$ cat config.mk
export PLATFORM = sky130hd
export DESIGN_NAME = updn_preset_counter
export DESIGN_NICKNAME = d
export VERILOG_FILES = /design/src/rtl/updn_pkg.sv /design/src/rtl/updn_strobe_sync.sv /design/src/rtl/updn_step_decode.sv /design/src/rtl/updn_count_core.sv /design/src/rtl/updn_term_flags.sv /design/src/rtl/updn_preset_counter.sv
export SDC_FILE = /design/constraint.sdc
export NUM_CORES = 1
export LEC_CHECK = 0
export CORE_UTILIZATION = 28
export DETAILED_ROUTE_END_ITERATION = 7
export PLACE_DENSITY = 0.6
export SKIP_LAST_GASP = 1
export SLEW_MARGIN = 20
export SYNTH_ARGS = -nofsm -noshare
export SYNTH_HDL_FRONTEND = slang
export SYNTH_SLANG_ARGS = --single-unit
$ cat constraint.sdc
create_clock -name clk -period 1.69 [get_ports clk]
set_clock_uncertainty 0.1 [all_clocks]
set_input_delay 0.169 -clock clk [delete_from_list [all_inputs] [get_ports clk]]
set_output_delay 0.169 -clock clk [all_outputs]
set_load 0.02 [all_outputs]
$ cat src/rtl/updn_pkg.sv
package updn_pkg;
  typedef enum logic [1:0] {
    STEP_HOLD = 2'd0,
    STEP_UP   = 2'd1,
    STEP_DOWN = 2'd2
  } step_t;
endpackage

$ cat src/rtl/updn_strobe_sync.sv
module updn_strobe_sync #(
  parameter int STAGES = 2
) (
  input  logic clk,
  input  logic clear,
  input  logic strobe,
  output logic level,
  output logic rise
);
  logic [STAGES-1:0] chain;
  logic              prev;

  always_ff @(posedge clk or posedge clear) begin
    if (clear) begin
      chain <= '1;
      prev  <= 1'b1;
    end else begin
      chain <= {chain[STAGES-2:0], strobe};
      prev  <= chain[STAGES-1];
    end
  end

  assign level = chain[STAGES-1];
  assign rise  = level & ~prev;
endmodule

$ cat src/rtl/updn_step_decode.sv
module updn_step_decode
  import updn_pkg::*;
(
  input  logic  up_level,
  input  logic  up_rise,
  input  logic  dn_level,
  input  logic  dn_rise,
  output step_t step
);
  logic up_ok;
  logic dn_ok;

  assign up_ok = up_rise & dn_level;
  assign dn_ok = dn_rise & up_level;

  always_comb begin
    step = STEP_HOLD;
    if (up_ok && !dn_ok) step = STEP_UP;
    else if (dn_ok && !up_ok) step = STEP_DOWN;
  end
endmodule

$ cat src/rtl/updn_count_core.sv
module updn_count_core
  import updn_pkg::*;
#(
  parameter int               WIDTH   = 4,
  parameter logic [WIDTH-1:0] CNT_MAX = WIDTH'(9)
) (
  input  logic             clk,
  input  logic             clear,
  input  logic             load_n,
  input  logic [WIDTH-1:0] data_in,
  input  step_t            step,
  output logic [WIDTH-1:0] count
);
  logic [WIDTH-1:0] nxt;

  always_comb begin
    nxt = count;
    if (!load_n) nxt = data_in;
    else if (step == STEP_UP) nxt = (count >= CNT_MAX) ? '0 : count + WIDTH'(1);
    else if (step == STEP_DOWN) nxt = (count == '0) ? CNT_MAX : count - WIDTH'(1);
  end

  always_ff @(posedge clk or posedge clear) begin
    if (clear) count <= '0;
    else count <= nxt;
  end


  load_take_chk: assert property (@(posedge clk) disable iff (clear)
    !load_n |=> count == $past(data_in));


  hold_chk: assert property (@(posedge clk) disable iff (clear)
    (load_n && step == STEP_HOLD) |=> $stable(count));


  up_wrap_chk: assert property (@(posedge clk) disable iff (clear)
    (load_n && step == STEP_UP && count == CNT_MAX) |=> count == '0);


  down_wrap_chk: assert property (@(posedge clk) disable iff (clear)
    (load_n && step == STEP_DOWN && count == '0) |=> count == CNT_MAX);


  invalid_up_chk: assert property (@(posedge clk) disable iff (clear)
    (load_n && step == STEP_UP && count > CNT_MAX) |=> count == '0);
endmodule

$ cat src/rtl/updn_term_flags.sv
module updn_term_flags #(
  parameter int               WIDTH   = 4,
  parameter logic [WIDTH-1:0] CNT_MAX = WIDTH'(9)
) (
  input  logic [WIDTH-1:0] count,
  input  logic             up_level,
  input  logic             dn_level,
  output logic             carry_n,
  output logic             borrow_n
);
  assign carry_n  = ~((count == CNT_MAX) & ~up_level);
  assign borrow_n = ~((count == '0) & ~dn_level);
endmodule

$ cat src/rtl/updn_preset_counter.sv
module updn_preset_counter
  import updn_pkg::*;
#(
  parameter int WIDTH       = 4,
  parameter bit DECADE      = 1'b1,
  parameter int SYNC_STAGES = 2
) (
  input  logic             clk,
  input  logic             up_strobe,
  input  logic             down_strobe,
  input  logic             load_n,
  input  logic             clear,
  input  logic [WIDTH-1:0] data_in,
  output logic [WIDTH-1:0] count,
  output logic             carry_n,
  output logic             borrow_n
);
  localparam logic [WIDTH-1:0] CNT_MAX = DECADE ? WIDTH'(9) : {WIDTH{1'b1}};

  logic [1:0] strobe_in;
  logic [1:0] lvl;
  logic [1:0] rise;
  step_t      step;

  assign strobe_in = {down_strobe, up_strobe};

  for (genvar g = 0; g < 2; g++) begin : g_sync
    updn_strobe_sync #(.STAGES(SYNC_STAGES)) u_sync (
      .clk    (clk),
      .clear  (clear),
      .strobe (strobe_in[g]),
      .level  (lvl[g]),
      .rise   (rise[g])
    );
  end

  updn_step_decode u_decode (
    .up_level (lvl[0]),
    .up_rise  (rise[0]),
    .dn_level (lvl[1]),
    .dn_rise  (rise[1]),
    .step     (step)
  );

  updn_count_core #(.WIDTH(WIDTH), .CNT_MAX(CNT_MAX)) u_core (
    .clk     (clk),
    .clear   (clear),
    .load_n  (load_n),
    .data_in (data_in),
    .step    (step),
    .count   (count)
  );

  updn_term_flags #(.WIDTH(WIDTH), .CNT_MAX(CNT_MAX)) u_flags (
    .count    (count),
    .up_level (lvl[0]),
    .dn_level (lvl[1]),
    .carry_n  (carry_n),
    .borrow_n (borrow_n)
  );


  carry_rise_wrap_chk: assert property (@(posedge clk) disable iff (clear)
    ($rose(carry_n) && $past(load_n) && load_n && lvl[1] && !rise[1]) |=> count == '0);
endmodule

==> results of run 1 <==
## worst min path at each step
| stage | slack [ps] | to | depth (start not counted) | startpoint |
|---|---|---|---|---|
| 2_1_floorplan | -100 | u_core.count[2] | 1 | clear |
| 3_3_place_gp | 250 | g_sync[0].u_sync.chain[1] | 0 | g_sync[0].u_sync.chain[0] |
| 3_5_place_dp | 250 | g_sync[0].u_sync.chain[1] | 0 | g_sync[0].u_sync.chain[0] |
| 4_1_cts | 80 | u_core.count[3] | 2 | clear |
| 5_1_grt | 130 | u_core.count[3] | 2 | clear |
| 6_report | 70 | u_core.count[3] | 2 | clear |
## registers in the layout (all words and copies together), names as in the netlist
register	cells
g_sync.u_sync.chain	4
u_core.count	4
g_sync.u_sync.prev	2
## synth_stat cells
| cell type | instances | area [um^2] |
|---|---|---|
| sky130_fd_sc_hd__a211oi_1 | 1 | 7.51 |
| sky130_fd_sc_hd__a311o_2 | 1 | 11.3 |
| sky130_fd_sc_hd__nand2b_1 | 3 | 18.8 |
| sky130_fd_sc_hd__nor4_1 | 1 | 6.26 |
| sky130_fd_sc_hd__buf_1 | 1 | 3.75 |
| sky130_fd_sc_hd__inv_1 | 7 | 26.3 |
| sky130_fd_sc_hd__a2bb2oi_1 | 1 | 8.76 |
| sky130_fd_sc_hd__a21oi_1 | 1 | 5.00 |
| sky130_fd_sc_hd__a311oi_1 | 1 | 8.76 |
| sky130_fd_sc_hd__a2111o_1 | 1 | 11.3 |
| sky130_fd_sc_hd__clkbuf_2 | 1 | 5.00 |
| sky130_fd_sc_hd__nand4_1 | 2 | 12.5 |
| sky130_fd_sc_hd__nor3_1 | 2 | 10.0 |
| sky130_fd_sc_hd__a211o_1 | 1 | 8.76 |
| sky130_fd_sc_hd__and4b_2 | 1 | 11.3 |
| sky130_fd_sc_hd__and3_2 | 1 | 7.51 |
| sky130_fd_sc_hd__o211ai_1 | 1 | 7.51 |
| sky130_fd_sc_hd__xor2_1 | 1 | 8.76 |
| sky130_fd_sc_hd__nand3_1 | 3 | 15.0 |
| sky130_fd_sc_hd__a31o_2 | 1 | 8.76 |
| sky130_fd_sc_hd__a41oi_1 | 1 | 8.76 |
| sky130_fd_sc_hd__dfstp_2 | 6 | 158 |
| sky130_fd_sc_hd__buf_2 | 1 | 5.00 |
| sky130_fd_sc_hd__nand4b_1 | 1 | 8.76 |
| sky130_fd_sc_hd__ha_1 | 4 | 50.1 |
| sky130_fd_sc_hd__nor3b_1 | 2 | 15.0 |
| sky130_fd_sc_hd__dfrtp_1 | 4 | 100 |
| sky130_fd_sc_hd__o2bb2ai_1 | 1 | 8.76 |
| sky130_fd_sc_hd__o21bai_1 | 1 | 7.51 |
| sky130_fd_sc_hd__o2111a_1 | 1 | 11.3 |
| sky130_fd_sc_hd__nand2_1 | 3 | 11.3 |
| sky130_fd_sc_hd__nor2_1 | 3 | 11.3 |
| sky130_fd_sc_hd__o21ai_0 | 4 | 20.0 |
## per-stage QoR
| stage | util | setup WS [ps] | area, um^2 | hold slack (ps) |
|---|---|---|---|---|
| 2_1_floorplan | - | 1.16 | 621 | -95.3 |
| 3_3_place_gp | 0.423 | -35.7 | 856 | 246 |
| 3_5_place_dp | 0.423 | -84.2 | 856 | 254 |
| 4_1_cts | 0.454 | -22.1 | 917 | 75.7 |
| 5_1_grt | 0.487 | -48.1 | 985 | 126 |
| 6_report | 0.487 | 38.9 | 985 | 73.3 |
## report_power, final
group	internal (mW)	switching [mW]	leakage (nW)
Sequential	0.267	0.0249	0.107
Combinational	0.144	0.131	0.281
Clock	0.130	0.0744	0.0210
Total	0.541	0.231	0.409
## metal layers
layer	GRT usage	part of all wire
met1	0.200	0.48
met3	0.0125	0.032
met5	0	0
met2	0.185	0.47
met4	0.0833	0.011
## worst max-delay path: cells and delay by family, from the launching register on
family / cells / cell delay [ps]
AOI/OAI and AO/OA: 3 / 580
DFF: 1 / 420
buffers and inverters: 2 / 180
adders and majority gates: 1 / 140
and+or+nand+nor: 1 / 120
## final cells by class
class	count	share of cell area
Inverter	7	0.0292
Sequential cell	10	0.266
Tap cell	27	0.0343
Clock buffer	4	0.0368
Timing Repair Buffer	25	0.229
Multi-Input combinational cell	44	0.405
## cells by family after synthesis
group	Yosys count	synth area share
buffers and inverters	10	0.0648
DFF	10	0.417
and+or+nand+nor	22	0.206
adders and majority gates	4	0.0810
xor gates and xnor gates	1	0.0142
AOI/OAI and AO/OA	17	0.217
## repair_timing
action	in CTS	in global routing
buffers inserted	0	1
setup endpoints to repair	6	7
pin swaps	0	8
gates resized for setup	14	17
==> run_results.csv, run 1 <==
group,metric,value,unit
finish,fillCellCount,193,
worst_setup_path,critical-path-max-stage-delay,420,ps
clock_network,clk_buf_depth,2,
die,initial_utilization,0.306,
synthesis,syn-instance-count,64,
detailed_routing,final_antenna_net_count,0,
die,fp.dieW,49.0,um
sta,measured_slew_at_the_worst_slew_check_pin,356,ps
synthesis,synthesis.yosys.warnings,0,
finish,antenna-diode-count,0,
sta,layout_worst_path_cycle_share,0.977,
grt,maximum_number_of_pins_on_one_net_before_global_route_repair,11,
detailed_routing,vias_per_cell,4.91,
die,rows,16,
power_and_ir_drop,cellPowerDensity,783,mW/mm^2
clock_network,clock_latency_reported_for_the_late_side_of_the_worst_skew_pair,250,ps
clock_network,clkSlewWorstSetupHoldPaths,60,ps
synthesis,netlist_area_pre_place,618,um^2
sta,timing.slew.headroom,0.762,
place,detailed_place_hpwl,1.08,mm
grt,antenna_violations_before_repair,0,
worst_setup_path,timing.critical_path.cells,"inv_4 -> buf_6 -> ha_4 -> nand2b_4 -> o21ai_1 -> o2111a_1 -> a211o_1",
finish,final_layout_size_suffix_gt1_frac,0.456,
detailed_routing,routed_wire_length,1.52,mm
worst_setup_path,worst-setup-path-type,"flip-flop to flip-flop",
job,maxCapViolations,0,
worst_setup_path,startpoint,"u_core.count[1]",
sta,finalCriticalPeriod,1650,ps
detailed_routing,vias,574,
sta,timing.final.setup_violations,0,
power_and_ir_drop,p_leak,0.409,nW
worst_setup_path,cp_startpoint_kind,"flip-flop",
worst_setup_path,crit_path_top_delay_cell,"sky130_fd_sc_hd__dfrtp_2",
synthesis,postSynthRegisterBits,10,
clock_network,cts_inserted_buffers,3,
place,place.gp.congestion,0.860,
sta,maxClockFrequency,606,MHz
worst_setup_path,crit_reg_reg_endpoint,"u_core.count[0]",
sta,timing.final.max_slew_violations,0,
place,placement.io_buffers,14,
die,area_enclosed_by_the_die_boundary,0.00240,mm^2
worst_setup_path,crit_arrival,1690,ps
clock_network,cts-htree-levels,1,
power_and_ir_drop,finalPower,0.771,mW
worst_setup_path,endpoint_kind,"flip-flop",
place,place.detailed.instances,112,
worst_setup_path,ff2ff_path_depth,7,
die,die_height,49.0,um
synthesis,syn-num-nets,77,
clock_network,clockRootBuffer,"sky130_fd_sc_hd__clkbuf_4",
finish,regArea,262,um^2
detailed_routing,route.detailed.wl_per_inst,13.0,um
finish,final_instance_count_without_filler_cells,117,
detailed_routing,initialDrtViolationCount,2,
worst_setup_path,critical_path_peak_fanout,3,
finish,layout_commonest_cell,"sky130_fd_sc_hd__clkdlybuf4s50_1",
die,placeableCoreArea,0.00202,mm^2
clock_network,num_clock_sinks,10,
detailed_routing,drt-pass1-iter-count,4,
sta,final_hold_viol_count,0,
clock_network,cts_hold_buf,0,
grt,grt-ovfl-total,0,
sta,grt_setup_unrepaired,"yes",
worst_setup_path,setup.reg_to_reg.worst_slack,40,ps
sta,setup_tns,0,ps
run_status,outcome,"finished, final reports clean",
detailed_routing,detail_route.drc_violations,0,
synthesis,post_synthesis_sequential_area_ratio,0.417,
clock_network,tritoncts,"yes",
min_path,min_path_type,"primary input to asynchronous set/reset pin",
finish,design.final.nets,104,
finish,multi_input_area,399,um^2
grt,grt_pass1_wl,2.48,mm
finish,top_library_cells_by_usage_in_the_layout_fill_and_taps_aside,"10 x sky130_fd_sc_hd__clkdlybuf4s50_1, 8 x sky130_fd_sc_hd__buf_4, 6 x sky130_fd_sc_hd__dfstp_2",
die,floorplan.io_pins,15,
grt,grt_use_total,0.135,
grt,grt_pass1_vias,512,
worst_setup_path,crit-reg2reg-launch,"u_core.count[1]",
worst_setup_path,timing.critical_path.required,1730,ps
synthesis,synth.avg_cell_area,9.66,um^2
finish,area_growth,59.3,%
worst_setup_path,endpoint,"u_core.count[0]",
power_and_ir_drop,peakVddDrop,0.000455,V
synthesis,netlist-cell-type-count,33,
No activity file was read; power rests on OpenSTA's default activity.
==> run 2: changes to the inputs <==
--- a/config.mk
+++ b/config.mk
@@ -5,9 +5,10 @@
 export SDC_FILE = /design/constraint.sdc
 export NUM_CORES = 1
 export LEC_CHECK = 0
-export CORE_UTILIZATION = 28
+export CORE_MARGIN = 2
+export CORE_UTILIZATION = 30
 export DETAILED_ROUTE_END_ITERATION = 7
-export PLACE_DENSITY = 0.6
+export PLACE_DENSITY = 0.63
 export SKIP_LAST_GASP = 1
 export SLEW_MARGIN = 20
 export SYNTH_ARGS = -nofsm -noshare
==> run 2 against run 1 <==
The flow now finishes with violations (negative setup slack); clock-buffer cell count did not move; sequential cell count did not move; sequential power fell by 2%; critical path depth fell by 1; via count rose by 4.2%; worst setup slack got worse by 39 ps; die area rose by 1.7%; power fell by 7.6%; critical endpoint is now u_core.count[2]; largest cell class unchanged.
==> run_results.csv, run 2 (synthesized netlist as in run 1, its figures left out) <==
group,metric,value,unit
worst_setup_path,critical-path-max-stage-delay,420,ps
finish,design.final.nets,105,
grt,grt_use_total,0.140,
worst_setup_path,timing.critical_path.required,1780,ps
power_and_ir_drop,netSwitchingPower,0.219,mW
finish,layout_commonest_cell,"sky130_fd_sc_hd__buf_4",
sta,worst_slack,-0.631,ps
die,die_height,49.4,um
grt,grt-ovfl-total,0,
worst_setup_path,timing.critical_path.cells,"buf_4 -> ha_2 -> nor3b_2 -> o211ai_1 -> a2111o_1 -> nand3_2",
sta,layout_worst_path_cycle_share,1.00,
detailed_routing,drt-pass1-iter-count,4,
min_path,min_path_type,"primary input to asynchronous set/reset pin",
grt,grt_pass1_wl,2.54,mm
detailed_routing,detail_route.drc_violations,0,
sta,timing.final.setup_violations,1,
die,fp.dieW,49.4,um
sta,finalCriticalPeriod,1690,ps
detailed_routing,route.detailed.wl_per_inst,13.2,um
job,maxCapViolations,0,
finish,top_library_cells_by_usage_in_the_layout_fill_and_taps_aside,"12 x sky130_fd_sc_hd__buf_4, 8 x sky130_fd_sc_hd__clkdlybuf4s50_1, 6 x sky130_fd_sc_hd__dfstp_2",
power_and_ir_drop,power.share.clock,0.223,
finish,final_core_util,0.491,
worst_setup_path,crit_reg_reg_endpoint,"u_core.count[2]",
worst_setup_path,worst-path-buf-inv,1,
power_and_ir_drop,peakVddDrop,0.000462,V
power_and_ir_drop,intPower,0.493,mW
worst_setup_path,setup.reg_to_reg.worst_slack,-0.6,ps
die,area_enclosed_by_the_die_boundary,0.00244,mm^2
sta,timing.slew.headroom,0.771,
detailed_routing,routed_wire_length,1.56,mm
place,post_dp_cell_area,871,um^2
clock_network,tritoncts,"yes",
worst_setup_path,crit-reg2reg-launch,"u_core.count[0]",
finish,final_instance_count_without_filler_cells,118,
finish,antenna-diode-count,0,
power_and_ir_drop,cellPowerDensity,740,mW/mm^2
power_and_ir_drop,power.share.switching,0.308,
clock_network,clockRootBuffer,"sky130_fd_sc_hd__clkbuf_4",
die,rows,16,
place,placement.io_buffers,14,
worst_setup_path,crit_path_top_delay_cell,"sky130_fd_sc_hd__a2111o_1",
die,floorplan.io_pins,15,
sta,timing.hold.ws,78.1,ps
detailed_routing,vias_per_cell,5.07,
sta,setup_tns,-0.631,ps
finish,final_design_area_no_fill,963,um^2
place,detailed_place_hpwl,1.21,mm
detailed_routing,final_antenna_net_count,0,
sta,timing.final.max_slew_violations,0,
clock_network,cts-htree-levels,1,
worst_setup_path,cp_startpoint_kind,"flip-flop",
clock_network,num_clock_sinks,10,
die,initial_utilization,0.315,
power_and_ir_drop,power_frac_comb,0.378,
grt,grt_pass1_vias,556,
finish,final_layout_size_suffix_gt1_frac,0.440,
sta,grt_setup_unrepaired,"yes",
grt,maximum_number_of_pins_on_one_net_before_global_route_repair,11,
place,place.gp.congestion,0.894,
clock_network,clkSlewWorstSetupHoldPaths,60,ps
worst_setup_path,crit_arrival,1780,ps
finish,area_growth,55.9,%
detailed_routing,initialDrtViolationCount,8,
power_and_ir_drop,sequentialPowerShare,0.399,
worst_setup_path,worst-setup-path-type,"flip-flop to flip-flop",
sta,final_hold_viol_count,0,
power_and_ir_drop,p_leak,0.421,nW
run_status,outcome,"finished, violations left",
finish,largest_registers_ranked_by_flip_flop_count,"g_sync.u_sync.chain: 4 flops, u_core.count: 4 flops, g_sync.u_sync.prev: 2 flops",
sta,maxClockFrequency,591,MHz
run_status,violations_in_the_final_reports,"negative setup slack",
worst_setup_path,critical_path_peak_fanout,3,
place,place.detailed.instances,114,
grt,antenna_violations_before_repair,0,
detailed_routing,vias,598,
worst_setup_path,ff2ff_path_depth,6,
clock_network,cts.repair_timing.setup_buffer_count,0,
clock_network,clock_latency_reported_for_the_late_side_of_the_worst_skew_pair,260,ps
die,placeableCoreArea,0.00196,mm^2
sta,measured_slew_at_the_worst_slew_check_pin,342,ps
worst_setup_path,crit_family,"compound AO/OA/AOI/OAI gates",
clock_network,clk_buf_depth,2,
worst_setup_path,endpoint_kind,"flip-flop",
clock_network,cts_inserted_buffers,3,
==> run 2: layout make-up <==
class / count / area, um^2
Fill cell: 202 / 998
Multi-Input combinational cell: 44 / 382
Sequential cell: 10 / 260
Inverter: 7 / 28.8
Timing Repair Buffer: 26 / 233
Tap cell: 27 / 33.8
Clock buffer: 4 / 26.3
==> run 2: worst reg2reg max path, cell delays in order, from the launching register on <==
cell and delay (ps):
sky130_fd_sc_hd__dfrtp_2 400, sky130_fd_sc_hd__buf_4 140, sky130_fd_sc_hd__ha_2 200, sky130_fd_sc_hd__nor3b_2 190, sky130_fd_sc_hd__o211ai_1 100, sky130_fd_sc_hd__a2111o_1 420
sky130_fd_sc_hd__nand3_2 70
==> run 2: repair_timing <==
action                                  CTS  global route
gates resized for setup                  12            14
endpoints found under the hold margin     0             0
hold buffers                              0             0
endpoints found under the setup margin    7             9
pin swaps                                 0             5
==> run 2: metrics by stage <==
step | power [mW] | setup slack, ps
after CTS | 0.706 | -41.6
after floorplan | 0.409 | 1.16
after global routing | 0.766 | -64.8
after global placement | 0.524 | -48.4
final | 0.713 | -0.631
after detailed placement | 0.528 | -146
==> run 2: power by group through the flow <==
| stage | combinational [mW] | sequential (mW) | clock, mW |
|---|---|---|---|
| 6_report | 0.269 | 0.285 | 0.159 |
| 2_1_floorplan | 0.109 | 0.299 | 0 |
| 4_1_cts | 0.253 | 0.281 | 0.172 |
| 5_1_grt | 0.294 | 0.287 | 0.185 |
| 3_5_place_dp | 0.245 | 0.283 | 0 |
| 3_3_place_gp | 0.243 | 0.281 | 0 |
==> run 2: worst max path at each step <==
| stage | from | endpoint | slack [ps] | cells after the start |
|---|---|---|---|---|
| floorplan | u_core.count[0] | u_core.count[2] | 1 | 6 |
| detailed placement | u_core.count[1] | u_core.count[2] | -150 | 7 |
| global route | u_core.count[1] | u_core.count[2] | -60 | 7 |
| CTS | u_core.count[1] | borrow_n | -40 | 5 |
| global placement | u_core.count[1] | borrow_n | -50 | 5 |
| finish | u_core.count[0] | u_core.count[2] | -0.6 | 6 |
==> run 2: layer usage <==
layer / up-vias / track usage / share of wire
met3: 4 / 0.0184 / 0.030
met2: 14 / 0.225 / 0.51
met1: 291 / 0.174 / 0.44
li1: 289 / - / -
met4: 0 / 0.0926 / 0.015
met5: - / 0 / 0
==> run 3: changes to the inputs <==
--- a/config.mk
+++ b/config.mk
@@ -5,10 +5,12 @@
 export SDC_FILE = /design/constraint.sdc
 export NUM_CORES = 1
 export LEC_CHECK = 0
+export CAP_MARGIN = 20
 export CORE_MARGIN = 2
 export CORE_UTILIZATION = 30
 export DETAILED_ROUTE_END_ITERATION = 7
 export PLACE_DENSITY = 0.63
+export REMOVE_ABC_BUFFERS = 1
 export SKIP_LAST_GASP = 1
 export SLEW_MARGIN = 20
 export SYNTH_ARGS = -nofsm -noshare
==> run 3 against run 2 <==
The run now ends clean; wire length up 0.51%; sequential share of layout area up 1.0 points; combinational power down 7%; critical path depth up 1; non-clock buffer count down 1; first-iteration DRC count up 50%; clock power up 3%; highest routed layer unchanged; global-route usage down 0.39 points; worst setup slack better by 17 ps.
==> run_results.csv, run 3 (synthesized netlist as in run 1, its figures left out) <==
group,metric,value,unit
die,initial_utilization,0.315,
clock_network,clkSlewWorstSetupHoldPaths,60,ps
finish,largest_registers_ranked_by_flip_flop_count,"g_sync.u_sync.chain: 4 flops, u_core.count: 4 flops, g_sync.u_sync.prev: 2 flops",
grt,grt_pass1_wl,2.45,mm
sta,timing.final.max_slew_violations,0,
detailed_routing,vias,590,
worst_setup_path,critical_path_peak_fanout,3,
power_and_ir_drop,netSwitchingPower,0.215,mW
place,detailed_place_hpwl,1.21,mm
die,fp.dieW,49.4,um
finish,top_library_cells_by_usage_in_the_layout_fill_and_taps_aside,"11 x sky130_fd_sc_hd__buf_4, 10 x sky130_fd_sc_hd__clkdlybuf4s50_1, 6 x sky130_fd_sc_hd__dfstp_2",
detailed_routing,drt-pass1-iter-count,4,
detailed_routing,route.detailed.wl_per_inst,13.4,um
worst_setup_path,crit_arrival,1750,ps
finish,final_instance_count_without_filler_cells,117,
worst_setup_path,cp_startpoint_kind,"flip-flop",
detailed_routing,detail_route.drc_violations,0,
clock_network,clock_latency_reported_for_the_late_side_of_the_worst_skew_pair,260,ps
grt,antenna_violations_before_repair,0,
sta,grt_setup_unrepaired,"yes",
worst_setup_path,crit_reg_reg_endpoint,"u_core.count[3]",
detailed_routing,initialDrtViolationCount,12,
die,floorplan.io_pins,15,
power_and_ir_drop,finalPower,0.698,mW
die,rows,16,
worst_setup_path,timing.critical_path.required,1770,ps
sta,timing.final.setup_violations,0,
die,die_height,49.4,um
power_and_ir_drop,peakVddDrop,0.000530,V
worst_setup_path,crit-reg2reg-launch,"u_core.count[1]",
worst_setup_path,endpoint_kind,"flip-flop",
clock_network,tritoncts,"yes",
worst_setup_path,ff2ff_path_depth,7,
finish,final_core_util,0.469,
run_status,outcome,"finished, final reports clean",
grt,grt-busiest-layer,"met2",
clock_network,clk_buf_depth,2,
sta,finalCriticalPeriod,1670,ps
detailed_routing,final_antenna_net_count,0,
clock_network,cts.repair_timing.setup_buffer_count,0,
power_and_ir_drop,sequentialPowerShare,0.409,
die,placeableCoreArea,0.00196,mm^2
sta,worst_slack,16.6,ps
grt,grt_pass1_vias,548,
finish,antenna-diode-count,0,
place,post_dp_cell_area,861,um^2
finish,layout_commonest_cell,"sky130_fd_sc_hd__buf_4",
power_and_ir_drop,power.share.switching,0.308,
power_and_ir_drop,cellPowerDensity,759,mW/mm^2
grt,grt-ovfl-total,0,
finish,area_growth,48.8,%
detailed_routing,routed_wire_length,1.56,mm
grt,grt.met2_usage,0.223,
finish,final_design_area_no_fill,920,um^2
sta,layout_worst_path_cycle_share,0.990,
grt,grtUsageMet1,0.162,
finish,final_layout_size_suffix_gt1_frac,0.378,
finish,fillCellCount,203,
grt,grt_use_total,0.136,
sta,final_hold_viol_count,0,
place,placement.io_buffers,14,
sta,measured_slew_at_the_worst_slew_check_pin,349,ps
power_and_ir_drop,p_leak,0.399,nW
worst_setup_path,setup.reg_to_reg.worst_slack,20,ps
grt,maximum_number_of_pins_on_one_net_before_global_route_repair,11,
clock_network,cts-htree-levels,1,
sta,setup_tns,0,ps
place,preCtsSetupSlack,-88.3,ps
job,maxCapViolations,0,
worst_setup_path,worst-setup-path-type,"flip-flop to flip-flop",
place,place.gp.congestion,0.873,
min_path,min_path_type,"primary input to asynchronous set/reset pin",
sta,timing.hold.ws,64.8,ps
grt,grt_use_met3,0.0368,
power_and_ir_drop,power.share.clock,0.233,
clock_network,clockRootBuffer,"sky130_fd_sc_hd__clkbuf_4",
clock_network,cts_hold_buf,0,
place,place.detailed.instances,113,
clock_network,num_clock_sinks,10,
detailed_routing,vias_per_cell,5.04,
sta,maxClockFrequency,598,MHz
clock_network,cts_inserted_buffers,3,
power_and_ir_drop,power_frac_comb,0.358,
sta,timing.slew.headroom,0.767,
die,area_enclosed_by_the_die_boundary,0.00244,mm^2
finish,design.final.nets,104,
power_and_ir_drop,intPower,0.483,mW
## run 3: critical path, cell delays in order, from the launching register on
cell and delay (ps):
sky130_fd_sc_hd__dfrtp_1 390, sky130_fd_sc_hd__inv_2 80, sky130_fd_sc_hd__ha_2 170, sky130_fd_sc_hd__buf_4 120, sky130_fd_sc_hd__o21bai_1 100, sky130_fd_sc_hd__a21oi_1 80
sky130_fd_sc_hd__a311o_2 360, sky130_fd_sc_hd__a41oi_2 180
## run 3: what timing repair did
item / 4_1_cts / 5_1_grt
setup endpoints to repair: 5 / 7
resized for setup: 13 / 6
pin swaps: 2 / 1
## run 3: worst max path at each step
stage	from	endpoint	slack, ps
floorplan	u_core.count[0]	u_core.count[0]	-90
global placement	u_core.count[0]	u_core.count[2]	-20
detailed placement	u_core.count[1]	borrow_n	-90
CTS	u_core.count[1]	borrow_n	5
global route	u_core.count[1]	u_core.count[3]	-80
finish	u_core.count[1]	u_core.count[3]	20
## run 3: power groups by stage
stage | combinational, mW | clock, mW | sequential [mW]
floorplan | 0.0926 | 0 | 0.307
global placement | 0.238 | 0 | 0.284
detailed placement | 0.237 | 0 | 0.285
CTS | 0.244 | 0.173 | 0.283
global route | 0.274 | 0.183 | 0.288
finish | 0.250 | 0.163 | 0.285
## run 3: cell type report
cell class                      instances  area [um^2]  area share
Clock buffer                            4         26.3      0.0286
Inverter                                7         26.3      0.0286
Multi-Input combinational cell         44          352       0.382
Sequential cell                        10          258       0.280
Tap cell                               27         33.8      0.0367
Timing Repair Buffer                   25          224       0.244
## run 3: per-layer routing
metal | vias to the layer above | wire [um]
met5 | - | 0
li1 | 288 | -
met4 | 0 | 14
met1 | 280 | 686
met3 | 2 | 79
met2 | 20 | 782
